## config.mk

```make
export PLATFORM = sky130hd
export DESIGN_NAME = dmf_fifo
export DESIGN_NICKNAME = d
export VERILOG_FILES = /design/src/rtl/dmf_pkg.sv /design/src/rtl/dmf_mode_latch.sv /design/src/rtl/dmf_ram.sv /design/src/rtl/dmf_ctrl.sv /design/src/rtl/dmf_fifo.sv
export SDC_FILE = /design/constraint.sdc
export NUM_CORES = 1
export LEC_CHECK = 0
export ABC_CLOCK_PERIOD_IN_PS = 5050
export BUFFER_PORTS_ARGS = -buffer_cell sky130_fd_sc_hd__buf_2
export CAP_MARGIN = 20
export CORE_ASPECT_RATIO = 0.8
export CORE_MARGIN = 3
export CORE_UTILIZATION = 50
export CTS_CLUSTER_DIAMETER = 80
export DETAILED_ROUTE_END_ITERATION = 6
export PLACE_DENSITY = 0.75
export SLEW_MARGIN = 20
export SYNTH_ARGS = -nofsm -noshare
export SYNTH_HDL_FRONTEND = slang
export SYNTH_SLANG_ARGS = --single-unit
```

## constraint.sdc

```tcl
create_clock -name clk -period 5.05 [get_ports clk]
set_input_delay 0.505 -clock clk [delete_from_list [all_inputs] [get_ports clk]]
set_output_delay 0.505 -clock clk [all_outputs]
set_load 0.01 [all_outputs]
```

## src/rtl/dmf_pkg.sv

```systemverilog
package dmf_pkg;
  typedef enum logic {
    MODE_FWFT = 1'b0,
    MODE_STD  = 1'b1
  } dmf_mode_t;
endpackage

```

## src/rtl/dmf_mode_latch.sv

```systemverilog
module dmf_mode_latch
  import dmf_pkg::*;
(
  input  logic clk,
  input  logic rst,
  input  logic mode_sel,
  output logic mode_valid,
  output logic mode_std
);
  dmf_mode_t mode_q;

  always_ff @(posedge clk) begin
    if (rst) begin
      mode_valid <= 1'b0;
      mode_q     <= MODE_STD;
    end else if (!mode_valid) begin
      mode_valid <= 1'b1;
      mode_q     <= mode_sel ? MODE_STD : MODE_FWFT;
    end
  end

  assign mode_std = (mode_q == MODE_STD);
endmodule

```

## src/rtl/dmf_ram.sv

```systemverilog
module dmf_ram #(
  parameter int WIDTH = 36,
  parameter int DEPTH = 16,
  localparam int AW = $clog2(DEPTH)
) (
  input  logic             clk,
  input  logic             rst,
  input  logic             we,
  input  logic [AW-1:0]    waddr,
  input  logic [WIDTH-1:0] wdata,
  input  logic             re,
  input  logic [AW-1:0]    raddr,
  output logic [WIDTH-1:0] rdata
);
  logic [WIDTH-1:0] mem [DEPTH];

  always_ff @(posedge clk) begin
    if (we) mem[waddr] <= wdata;
  end

  always_ff @(posedge clk) begin
    if (rst)     rdata <= '0;
    else if (re) rdata <= mem[raddr];
  end
endmodule

```

## src/rtl/dmf_ctrl.sv

```systemverilog
module dmf_ctrl #(
  parameter int DEPTH = 16,
  localparam int AW = $clog2(DEPTH),
  localparam int CW = AW + 1
) (
  input  logic          clk,
  input  logic          rst,
  input  logic          mode_valid,
  input  logic          mode_std,
  input  logic          wr_en,
  input  logic          rd_en,
  output logic          avail,
  output logic          space,
  output logic          push,
  output logic          load,
  output logic [AW-1:0] waddr,
  output logic [AW-1:0] raddr
);
  localparam logic [CW-1:0] FULL_CNT = CW'(DEPTH);
  localparam logic [AW-1:0] LAST_ADR = AW'(DEPTH - 1);

  logic [CW-1:0] cnt, cnt_nxt;
  logic          rd_fire;
  logic          avail_nxt, space_nxt;

  assign push    = wr_en & space;
  assign rd_fire = rd_en & avail;

  always_comb begin
    if (mode_std) load = rd_fire;
    else          load = (cnt != '0) && (!avail || rd_fire);
  end

  always_comb begin
    cnt_nxt = cnt;
    if (push && !load)      cnt_nxt = cnt + 1'b1;
    else if (!push && load) cnt_nxt = cnt - 1'b1;
  end

  always_comb begin
    if (mode_std)     avail_nxt = (cnt_nxt != '0);
    else if (load)    avail_nxt = 1'b1;
    else if (rd_fire) avail_nxt = 1'b0;
    else              avail_nxt = avail;
    space_nxt = mode_valid ? (cnt_nxt != FULL_CNT) : 1'b1;
  end

  always_ff @(posedge clk) begin
    if (rst) begin
      cnt   <= '0;
      avail <= 1'b0;
      space <= 1'b0;
      waddr <= '0;
      raddr <= '0;
    end else begin
      cnt   <= cnt_nxt;
      avail <= avail_nxt;
      space <= space_nxt;
      if (push) waddr <= (waddr == LAST_ADR) ? '0 : waddr + 1'b1;
      if (load) raddr <= (raddr == LAST_ADR) ? '0 : raddr + 1'b1;
    end
  end
endmodule

```

## src/rtl/dmf_fifo.sv

```systemverilog
module dmf_fifo #(
  parameter int WIDTH = 36,
  parameter int DEPTH = 16,
  localparam int AW = $clog2(DEPTH)
) (
  input  logic             clk,
  input  logic             rst,
  input  logic             mode_sel,
  input  logic             wr_en,
  input  logic [WIDTH-1:0] wr_data,
  input  logic             rd_en,
  output logic [WIDTH-1:0] rd_data,
  output logic             avail,
  output logic             space
);
  logic          mode_valid, mode_std;
  logic          push, load;
  logic [AW-1:0] waddr, raddr;

  dmf_mode_latch i_mode (
    .clk(clk), .rst(rst), .mode_sel(mode_sel),
    .mode_valid(mode_valid), .mode_std(mode_std)
  );

  dmf_ctrl #(.DEPTH(DEPTH)) i_ctrl (
    .clk(clk), .rst(rst), .mode_valid(mode_valid), .mode_std(mode_std),
    .wr_en(wr_en), .rd_en(rd_en), .avail(avail), .space(space),
    .push(push), .load(load), .waddr(waddr), .raddr(raddr)
  );

  dmf_ram #(.WIDTH(WIDTH), .DEPTH(DEPTH)) i_ram (
    .clk(clk), .rst(rst), .we(push), .waddr(waddr), .wdata(wr_data),
    .re(load), .raddr(raddr), .rdata(rd_data)
  );
endmodule

```

==> results_dict.tcl, run 1 <==
set metrics [dict create \
    status "finished, final reports clean" \
    cp_num_buf_inv 1 \
    power_density_nw_per_um2 459 \
    min_period_ns 2.94 \
    hp-class "input pin to register" \
    grt-ovfl-total 0 \
    cts_root_buf "clkbuf_16" \
    synth_seq_cells 629 \
    yosysSeqAreaShare_pct 77.8 \
    place.gp.congestion 0.726 \
    fp.dieArea_um2 49800 \
    cp.arrival_ns 3.44 \
    ant_nets 0 \
    leakage_nw 8.35 \
    cts_hold_buf 0 \
    wl_per_cell_um 26.4 \
    grt_use_met1_pct 29.8 \
    dp_slack_ns 2.13 \
    finalHoldViolations 0 \
    layout-drive-gt1-share_pct 27.4 \
    clkTransAtPathRegs_ns 0.06 \
    vias 11642 \
    synth_area_per_cell_um2 20.9 \
    synth_nets 1176 \
    antenna_found_initial 3 \
    ff_latch_area_um2 18400 \
    setup_viol 0 \
    start_util_pct 51.1 \
    worst_slack_ns 2.11 \
    clk_latency_ns 0.60 \
    first_pass_iters 5 \
    dp_hpwl_um 26700 \
    grt_pass1_wl_um 76200 \
    cts_setup_buffers 0 \
    drt-initial-drc-count 1376 \
    slowest_delay_ns 0.86 \
    drv_cap 0 \
    worstSetupEndpointType "register" \
    crit_type "register to register" \
    critical_path.slowest_cell "a211o_4" \
    routed_wl_um 49900 \
    fill_cells 3257 \
    path_delay_family "compound AO/OA/AOI/OAI gates" \
    ys_types 37 \
    htree_levels 2 \
    grt_util_met2_pct 31.1 \
    drc 0 \
    cp_max_fo 81 \
    top_usage_layer "met2" \
    grt_setup_unrepaired "no" \
    groute.usage.overall_pct 20.2 \
    synthCells 1128 \
    cts_tree "built" \
    slew_viol_final 0 \
    met3_usage_pct 4.30 \
    multi_input_area_um2 5050 \
    grt_max_degree 82 \
    vias_per_cell 6.18 \
    grt_pass1_vias 12097 \
    num_rows 70 \
    syn_area_um2 23600 \
    cts-resized-gates 0 \
    clockBufferDepth 3 \
    die_w_um 249 \
    core_um2 46200 \
    nets 1273 \
    ir_drop_uv 498 \
    numCtsBuffers 55 \
    port_buffers 78 \
    period_share_pct 58.3 \
    ys_warn_count 0 \
    total_power_mw 12.2 \
    max_freq_ghz 0.340 \
    dieHeight_um 200 \
    cp-start-kind "register" \
    cp.required_ns 5.55 \
    fin_worst_skew_ns 0.0125 \
    synthToLayoutAreaGrowth_pct 12.5 \
    io_pins 79 \
    cts.sinks 629 \
    relSlewSlack_pct 26.6 \
    cp_cell_sequence "inv_1, ha_1, nor4b_2, a211o_4, nand2_1, a41oi_1, nor3b_2, a311oi_1" \
    setup-tns-final_ns 0 \
    worst_pin_slew_ns 1.10 \
]
cell usage in the layout (no fill, tap or decap), drive strengths merged, types with 2 or more instances in the layout:
master and count:
edfxtp 576, mux4 144, buf 107, clkbuf 83, a21oi 78, a22oi 72
nor2 58, dfxtp 53, clkinv 18, nand2 17, inv 9, ha 7
nor3 6, xnor2 4, mux2i 4, a311oi 4, nor2b 4, and2 3
nand2b 2, a32oi 2, xor2 2, nand3 2, o21ai 2, or3 2
bufinv 2, nor4b 2
worst register-to-register path: cells and delay by family, from the launching register on:
family / cells / cell delay (ns)
simple gates: 3 / 0.74
fa+ha+maj: 1 / 0.19
compound gates: 3 / 1.43
buf+inv: 1 / 0.12
flops: 1 / 0.37
kinds of logic (layout without fill, tap and decap cells):
logic type | after synthesis | after routing | synth area share, %
muxes | 148 | 148 | 13.9
adders and majority gates | 7 | 7 | 0.371
other | 0 | 1 | 0
DFF | 629 | 629 | 77.8
buffers and inverters | 75 | 219 | 1.35
xor gates and xnor gates | 6 | 6 | 0.223
AOI/OAI and AO/OA | 164 | 164 | 4.42
and+or+nand+nor | 99 | 99 | 1.87
sequential cells by signal, indices dropped and copies added (netlist names):
register / flops
i_mode.mode_valid: 1
i_ctrl.avail: 1
i_mode.mode_std: 1
i_ctrl.cnt: 5
i_ram.mem: 576
i_ram.rdata: 36
i_ctrl.space: 1
i_ctrl.waddr: 4
i_ctrl.raddr: 4
stage by stage:
stage               util [%]  area, µm²  std cells  hold WS (ns)
finish                  57.5      26500       1885         0.135
global route            57.5      26500       1884         0.141
CTS                     57.5      26500       1884         0.103
detailed placement      53.8      24800       1780         0.476
global placement        53.8      24800       1780         0.458
floorplan                  -      23600       1128         0.440
synthesized netlist by cell type:
| cell | number | area [µm²] |
|---|---|---|
| a41oi_1 | 1 | 8.76 |
| xor2_1 | 2 | 17.5 |
| nor3b_2 | 1 | 12.5 |
| and2_1 | 3 | 18.8 |
| nor3_1 | 6 | 30.0 |
| or4_1 | 1 | 7.51 |
| nor4b_1 | 1 | 8.76 |
| edfxtp_1 | 576 | 17300 |
| mux4_2 | 144 | 3240 |
| buf_1 | 2 | 7.51 |
| xnor2_1 | 4 | 35.0 |
| o211a_1 | 1 | 10.0 |
| buf_6 | 1 | 11.3 |
| inv_1 | 8 | 30.0 |
| ha_1 | 7 | 87.6 |
| a211o_1 | 1 | 8.76 |
| nand3_1 | 2 | 10.0 |
| nor2_1 | 58 | 218 |
| nand2b_1 | 2 | 12.5 |
| mux2i_1 | 4 | 40.0 |
| nor4_1 | 1 | 6.26 |
| a21oi_1 | 78 | 390 |
| o21ai_0 | 2 | 10.0 |
| a31oi_1 | 1 | 6.26 |
| clkbuf_1 | 42 | 158 |
| a311oi_1 | 4 | 35.0 |
| nor4b_2 | 1 | 15.0 |
| or3_1 | 2 | 12.5 |
| a32oi_1 | 2 | 17.5 |
| a221oi_1 | 1 | 8.76 |
| dfxtp_1 | 53 | 1060 |
| buf_4 | 1 | 7.51 |
| buf_2 | 21 | 105 |
| nand2_1 | 17 | 63.8 |
| a22oi_1 | 72 | 541 |
| a21boi_0 | 1 | 7.51 |
| nor2b_1 | 4 | 25.0 |
worst paths after layout:
kind	slack, ns	end	startpoint	cells after the start
worst max-delay path	2.11	i_ctrl.avail	i_ctrl.cnt[0]	8
worst min-delay path	0.13	i_mode.mode_std	mode_sel	3
worst max register to register	2.11	i_ctrl.avail	i_ctrl.cnt[0]	8
worst min register to register	0.48	i_ctrl.space	i_mode.mode_valid	1
power breakdown:
part / switching (mW) / internal, mW
clock: 1.79 / 2.20
sequential: 0.250 / 5.85
combinational: 1.04 / 1.05
area by class of cell:
class | instances | share of cell area, %
clock inverters | 21 | 0.603
inverters | 8 | 0.113
flip-flops and latches | 629 | 69.2
clock buffers | 83 | 5.78
diodes | 1 | 0.00943
well taps | 612 | 2.89
repair buffers | 107 | 2.39
multi-input cells | 424 | 19.0
per-layer routing:
layer / vias up / part of all wire, %
met5: - / 0.078
met4: 4 / 2.2
met3: 83 / 9.2
met2: 537 / 47
met1: 6131 / 42
li1: 4887 / -
Note: power is estimated with default switching activity, not from simulation.
==> inputs of run 2 (changes only) <==
--- a/config.mk
+++ b/config.mk
@@ -5,7 +5,7 @@
 export SDC_FILE = /design/constraint.sdc
 export NUM_CORES = 1
 export LEC_CHECK = 0
-export ABC_CLOCK_PERIOD_IN_PS = 5050
+export ABC_CLOCK_PERIOD_IN_PS = 2400
 export BUFFER_PORTS_ARGS = -buffer_cell sky130_fd_sc_hd__buf_2
 export CAP_MARGIN = 20
 export CORE_ASPECT_RATIO = 0.8
@@ -13,7 +13,7 @@
 export CORE_UTILIZATION = 50
 export CTS_CLUSTER_DIAMETER = 80
 export DETAILED_ROUTE_END_ITERATION = 6
-export PLACE_DENSITY = 0.75
+export PLACE_DENSITY = 0.78
 export SLEW_MARGIN = 20
 export SYNTH_ARGS = -nofsm -noshare
 export SYNTH_HDL_FRONTEND = slang
==> constraint.sdc (replaced) <==
create_clock -name clk -period 2.4 [get_ports clk]
set_input_delay 0.24 -clock clk [delete_from_list [all_inputs] [get_ports clk]]
set_output_delay 0.24 -clock clk [all_outputs]
set_load 0.01 [all_outputs]
==> run 2 against run 1 <==
Net effect:
- sequential share of layout area is 1.8 points lower
- clock-buffer cell count is 9 lower
- clock skew is 0.0059 ns higher
- cell area is 2.6% higher
- critical path depth stayed put
- register-to-register slack worse by 1.9 ns
- combinational power is 130% higher
- final cell count is 1.2% higher
- highest routed layer unchanged
==> results_dict.tcl, run 2 (synthesized netlist as in run 1, its figures left out) <==
set metrics [dict create \
    status "finished, final reports clean" \
    routed_wl_um 51800 \
    drt-initial-drc-count 1373 \
    die_w_um 249 \
    regMostFlops "i_ram.mem" \
    largest_reg_flops 576 \
    cts_root_buf "clkbuf_16" \
    grt_pass1_wl_um 78400 \
    cp_cell_sequence "inv_1, ha_1, nor4b_4, a211o_4, nand2_1, a41oi_1, nor3b_2, a311oi_1" \
    reg2reg_setup_slack_ns 0.23 \
    dp_hpwl_um 25600 \
    grt_pass1_vias 12186 \
    p_int_mw 20.0 \
    met3_usage_pct 4.52 \
    fin_worst_skew_ns 0.0184 \
    cts_setup_buffers 0 \
    slew_viol_final 0 \
    grt-ovfl-total 0 \
    place_area_um2 25200 \
    max_freq_ghz 0.461 \
    core_um2 46200 \
    synthToLayoutAreaGrowth_pct 15.5 \
    power_density_nw_per_um2 977 \
    min_period_ns 2.17 \
    grt_use_met1_pct 29.1 \
    drc 0 \
    cp.arrival_ns 2.67 \
    final_cells 1907 \
    ir_drop_uv 585 \
    fill_cells 3170 \
    cp.required_ns 2.90 \
    groute.usage.overall_pct 21.0 \
    combPwrFrac_pct 18.3 \
    antenna_found_initial 3 \
    ant_nets 0 \
    cp-start-kind "register" \
    final_cell_mix "edfxtp_1 (576), mux4_2 (144), a21oi_1 (78), buf_2 (78), a22oi_1 (72)" \
    cts_tree "built" \
    cp_max_fo 6 \
    top_usage_layer "met2" \
    cts.sinks 629 \
    clk_latency_ns 0.59 \
    final_common_cell "edfxtp_1" \
    vias 11759 \
    dieHeight_um 200 \
    grt_setup_unrepaired "no" \
    fin_util_pct 59.0 \
    start_util_pct 51.1 \
    power_frac_clock_pct 34.2 \
    dp_slack_ns 0.247 \
    fp.dieArea_um2 49800 \
    nets 1295 \
    critical_path.slowest_cell "dfxtp_1" \
    total_power_mw 26.6 \
    switchingPower_mw 6.63 \
    slowest_delay_ns 0.37 \
    clkTransAtPathRegs_ns 0.06 \
    fin_area_um2 27200 \
    period_share_pct 90.4 \
    leakage_nw 8.62 \
    worstSetupEndpointType "register" \
    place.gp.congestion 0.749 \
    hp-class "input pin to register" \
    crit_type "register to register" \
    worst_slack_ns 0.230 \
    first_pass_iters 5 \
    relSlewSlack_pct 59.4 \
    dp.cells 1794 \
    io_pins 79 \
    finalHoldViolations 0 \
    setup_viol 0 \
    layout-drive-gt1-share_pct 29.4 \
    swShare_pct 24.9 \
    num_rows 70 \
    reg_top3 "i_ram.mem (576), i_ram.rdata (36), i_ctrl.cnt (5)" \
    pwr-share-seq_pct 47.6 \
    port_buffers 78 \
    numCtsBuffers 55 \
    vias_per_cell 6.17 \
    htree_levels 2 \
    drv_cap 0 \
    clockBufferDepth 3 \
    worst_pin_slew_ns 0.609 \
    grt_max_degree 55 \
    wl_per_cell_um 27.2 \
    grt_util_met2_pct 34.4 \
]
## run 2: cell type report
class	count	area (µm²)	area share, %
well taps	612	766	2.81
diodes	1	2.50	0.00919
flip-flops and latches	629	18400	67.4
multi-input cells	424	5080	18.7
inverters	8	30.0	0.110
clock inverters	30	317	1.16
clock buffers	74	1580	5.80
repair buffers	129	1090	4.02
## run 2: routing by layer
metal | vias to the layer above | part of all wire, %
li1 | 4928 | -
met1 | 6175 | 39
met2 | 570 | 50
met3 | 82 | 8.6
met4 | 4 | 1.9
met5 | - | 0.056
## run 2: per-stage QoR
step | TNS [ns] | hold slack, ns
after floorplan | -147.32 | 0.339
after global placement | 0 | 0.453
after detailed placement | 0 | 0.458
after CTS | 0 | 0.00154
after global routing | 0 | 0.0175
final | 0 | 0.0227
## run 2: worst max-delay path, delay by kind of cell, from the launching register on
| family | cells | cell delay [ns] |
|---|---|---|
| adder cells (fa/ha/maj) | 1 | 0.21 |
| AO/OA/AOI/OAI | 3 | 0.82 |
| AND/OR/NAND/NOR | 3 | 0.57 |
| flip-flops | 1 | 0.37 |
| buffers and inverters | 1 | 0.11 |
## run 2: power by group through the flow
stage / clock network, mW / registers (mW) / logic [mW]
3_5_place_dp: 0 / 12.9 / 4.83
5_1_grt: 9.65 / 12.7 / 5.30
4_1_cts: 9.24 / 12.6 / 4.92
2_1_floorplan: 0 / 12.8 / 3.49
6_report: 9.09 / 12.7 / 4.86
3_3_place_gp: 0 / 12.9 / 4.71
## run 2: final timing paths
| path | cells past startpoint | endpoint | start |
|---|---|---|---|
| hold / removal | 1 | i_ram.mem[5][15] | wr_data[15] |
| setup / recovery | 8 | i_ctrl.avail | i_ctrl.cnt[0] |
| hold reg to reg | 1 | i_ctrl.space | i_mode.mode_valid |
| setup reg to reg | 8 | i_ctrl.avail | i_ctrl.cnt[0] |
## run 2: timing repair
action	4_1_cts	5_1_grt
hold buffers	8	0
gates resized for setup	0	1
hold endpoints to repair	95	0
setup endpoints to repair	0	2
==> inputs of run 3 (changes only) <==
--- a/config.mk
+++ b/config.mk
@@ -11,10 +11,12 @@
 export CORE_ASPECT_RATIO = 0.8
 export CORE_MARGIN = 3
 export CORE_UTILIZATION = 50
+export CTS_BUF_LIST = sky130_fd_sc_hd__clkbuf_8
 export CTS_CLUSTER_DIAMETER = 80
 export DETAILED_ROUTE_END_ITERATION = 6
+export MAX_ROUTING_LAYER = met4
 export PLACE_DENSITY = 0.78
-export SLEW_MARGIN = 20
+export SLEW_MARGIN = 10
 export SYNTH_ARGS = -nofsm -noshare
 export SYNTH_HDL_FRONTEND = slang
 export SYNTH_SLANG_ARGS = --single-unit
==> run 3 against run 2 <==
Net effect:
- core utilization increased by 0.29 points
- sequential cell count unchanged
- clock power decreased by 12%
- via count increased by 2.2%
- global-route usage increased by 0.48 points
- first-iteration DRC count decreased by 0.87%
- combinational power about the same
- power decreased by 4.3%
==> results_dict.tcl, run 3 (synthesized netlist as in run 1, its figures left out) <==
set metrics [dict create \
    slew_viol_final 0 \
    groute.usage.overall_pct 21.5 \
    hp-class "input pin to register" \
    final_common_cell "edfxtp_1" \
    regMostFlops "i_ram.mem" \
    period_share_pct 91.9 \
    fp.dieArea_um2 49800 \
    clkTransAtPathRegs_ns 0.06 \
    first_pass_iters 5 \
    crit_type "register to register" \
    ant_nets 0 \
    leakage_nw 8.85 \
    reg_top3 "i_ram.mem (576), i_ram.rdata (36), i_ctrl.cnt (5)" \
    max_freq_ghz 0.453 \
    dp_hpwl_um 25600 \
    numCtsBuffers 91 \
    die_w_um 249 \
    grt_setup_unrepaired "no" \
    cp-start-kind "register" \
    nets 1360 \
    power_density_nw_per_um2 930 \
    largest_reg_flops 576 \
    fin_util_pct 59.3 \
    wl_per_cell_um 25.5 \
    grt-ovfl-total 0 \
    cts_setup_buffers 0 \
    cts-resized-gates 0 \
    place.gp.congestion 0.758 \
    relSlewSlack_pct 59.6 \
    worst_pin_slew_ns 0.606 \
    fin_area_um2 27400 \
    routed_wl_um 51100 \
    htree_levels 3 \
    clockBufferDepth 3 \
    drc 0 \
    io_pins 79 \
    finalHoldViolations 0 \
    worst_slack_ns 0.194 \
    synthToLayoutAreaGrowth_pct 16.1 \
    dp_slack_ns 0.247 \
    grt_max_degree 55 \
    grt_pass1_wl_um 77900 \
    port_buffers 78 \
    antenna_found_initial 3 \
    worstSetupEndpointType "register" \
    cp_max_fo 6 \
    vias_per_cell 6.00 \
    layout-drive-gt1-share_pct 29.3 \
    min_period_ns 2.21 \
    drv_cap 0 \
    cp.required_ns 2.95 \
    ir_drop_uv 589 \
    core_um2 46200 \
    grt_pass1_vias 12494 \
    clk_latency_ns 0.66 \
    setup_viol 0 \
    cp.arrival_ns 2.76 \
    drt-initial-drc-count 1361 \
    vias 12020 \
    place_area_um2 25200 \
    cts.sinks 629 \
    final_cell_mix "edfxtp_1 (576), mux4_2 (144), clkbuf_8 (105), a21oi_1 (78), buf_2 (78)" \
    cts_root_buf "clkbuf_8" \
    fin_worst_skew_ns 0.0164 \
    dieHeight_um 200 \
    cts_hold_buf 37 \
    start_util_pct 51.1 \
    num_rows 70 \
    cts_tree "built" \
    status "finished, final reports clean" \
]
-- run 3: cell count changes in the layout (fill, tap and decap cells not counted), moves of 2 or more --
cell | before | now
clkbuf_8 | 11 | 105
inv_1 | 8 | 52
dlygate4sd3_1 | 8 | 37
bufinv_16 | 6 | 1
clkinv_1 | 7 | 9
clkbuf_1 | 7 | 0
clkbuf_16 | 56 | 0
diode_2 | 1 | 3
clkinv_2 | 12 | 7
-- run 3: worst paths after layout --
path	from	end	slack (ns)	depth (start not counted)
setup / recovery	i_ctrl.cnt[0]	i_ctrl.avail	0.19	8
hold / removal	wr_en	i_ctrl.waddr[1]	0.06	4
setup reg to reg	i_ctrl.cnt[0]	i_ctrl.avail	0.19	8
hold reg to reg	i_mode.mode_valid	i_ctrl.space	0.47	1
-- run 3: metrics by stage --
stage / cells / setup TNS, ns / total power, mW / hold slack, ns
2_1_floorplan: 1128 / -147.32 / 16.3 / 0.339
3_3_place_gp: 1794 / 0 / 17.6 / 0.453
3_5_place_dp: 1794 / 0 / 17.7 / 0.458
4_1_cts: 2001 / 0 / 25.7 / 0.00514
5_1_grt: 2004 / 0 / 26.6 / 0.0627
6_report: 2004 / 0 / 25.5 / 0.0560
-- run 3: report_power, final --
part	internal (mW)	total (mW)	switching (mW)
logic	2.41	4.84	2.43
registers	12.3	12.6	0.333
clock network	4.11	7.96	3.86
-- run 3: critical path, cell delays in order (launching register included) --
cell and delay [ns]:
dfxtp_1 0.36, inv_1 0.11, ha_1 0.19, nor4b_2 0.43, a211o_4 0.26, nand2_1 0.12, a41oi_1 0.31, nor3b_2 0.08
a311oi_1 0.25
-- run 3: metal layers --
layer	track usage, %	wire [µm]	vias up
li1	-	-	5089
met1	28.6	20200	6234
met2	33.5	25200	597
met3	5.02	4560	100
met4	6.27	1140	0
met5	-	0	-
-- run 3: cell type report --
cell class                 instances  area [µm²]
multi-input combinational        424        5070
clock inverter                    65         298
clock buffer                     105        1450
antenna                            3        7.51
fill                            3187       18800
timing repair buffer             158        1380
sequential                       629       18400
tap                              612         766
inverter                           8        30.0
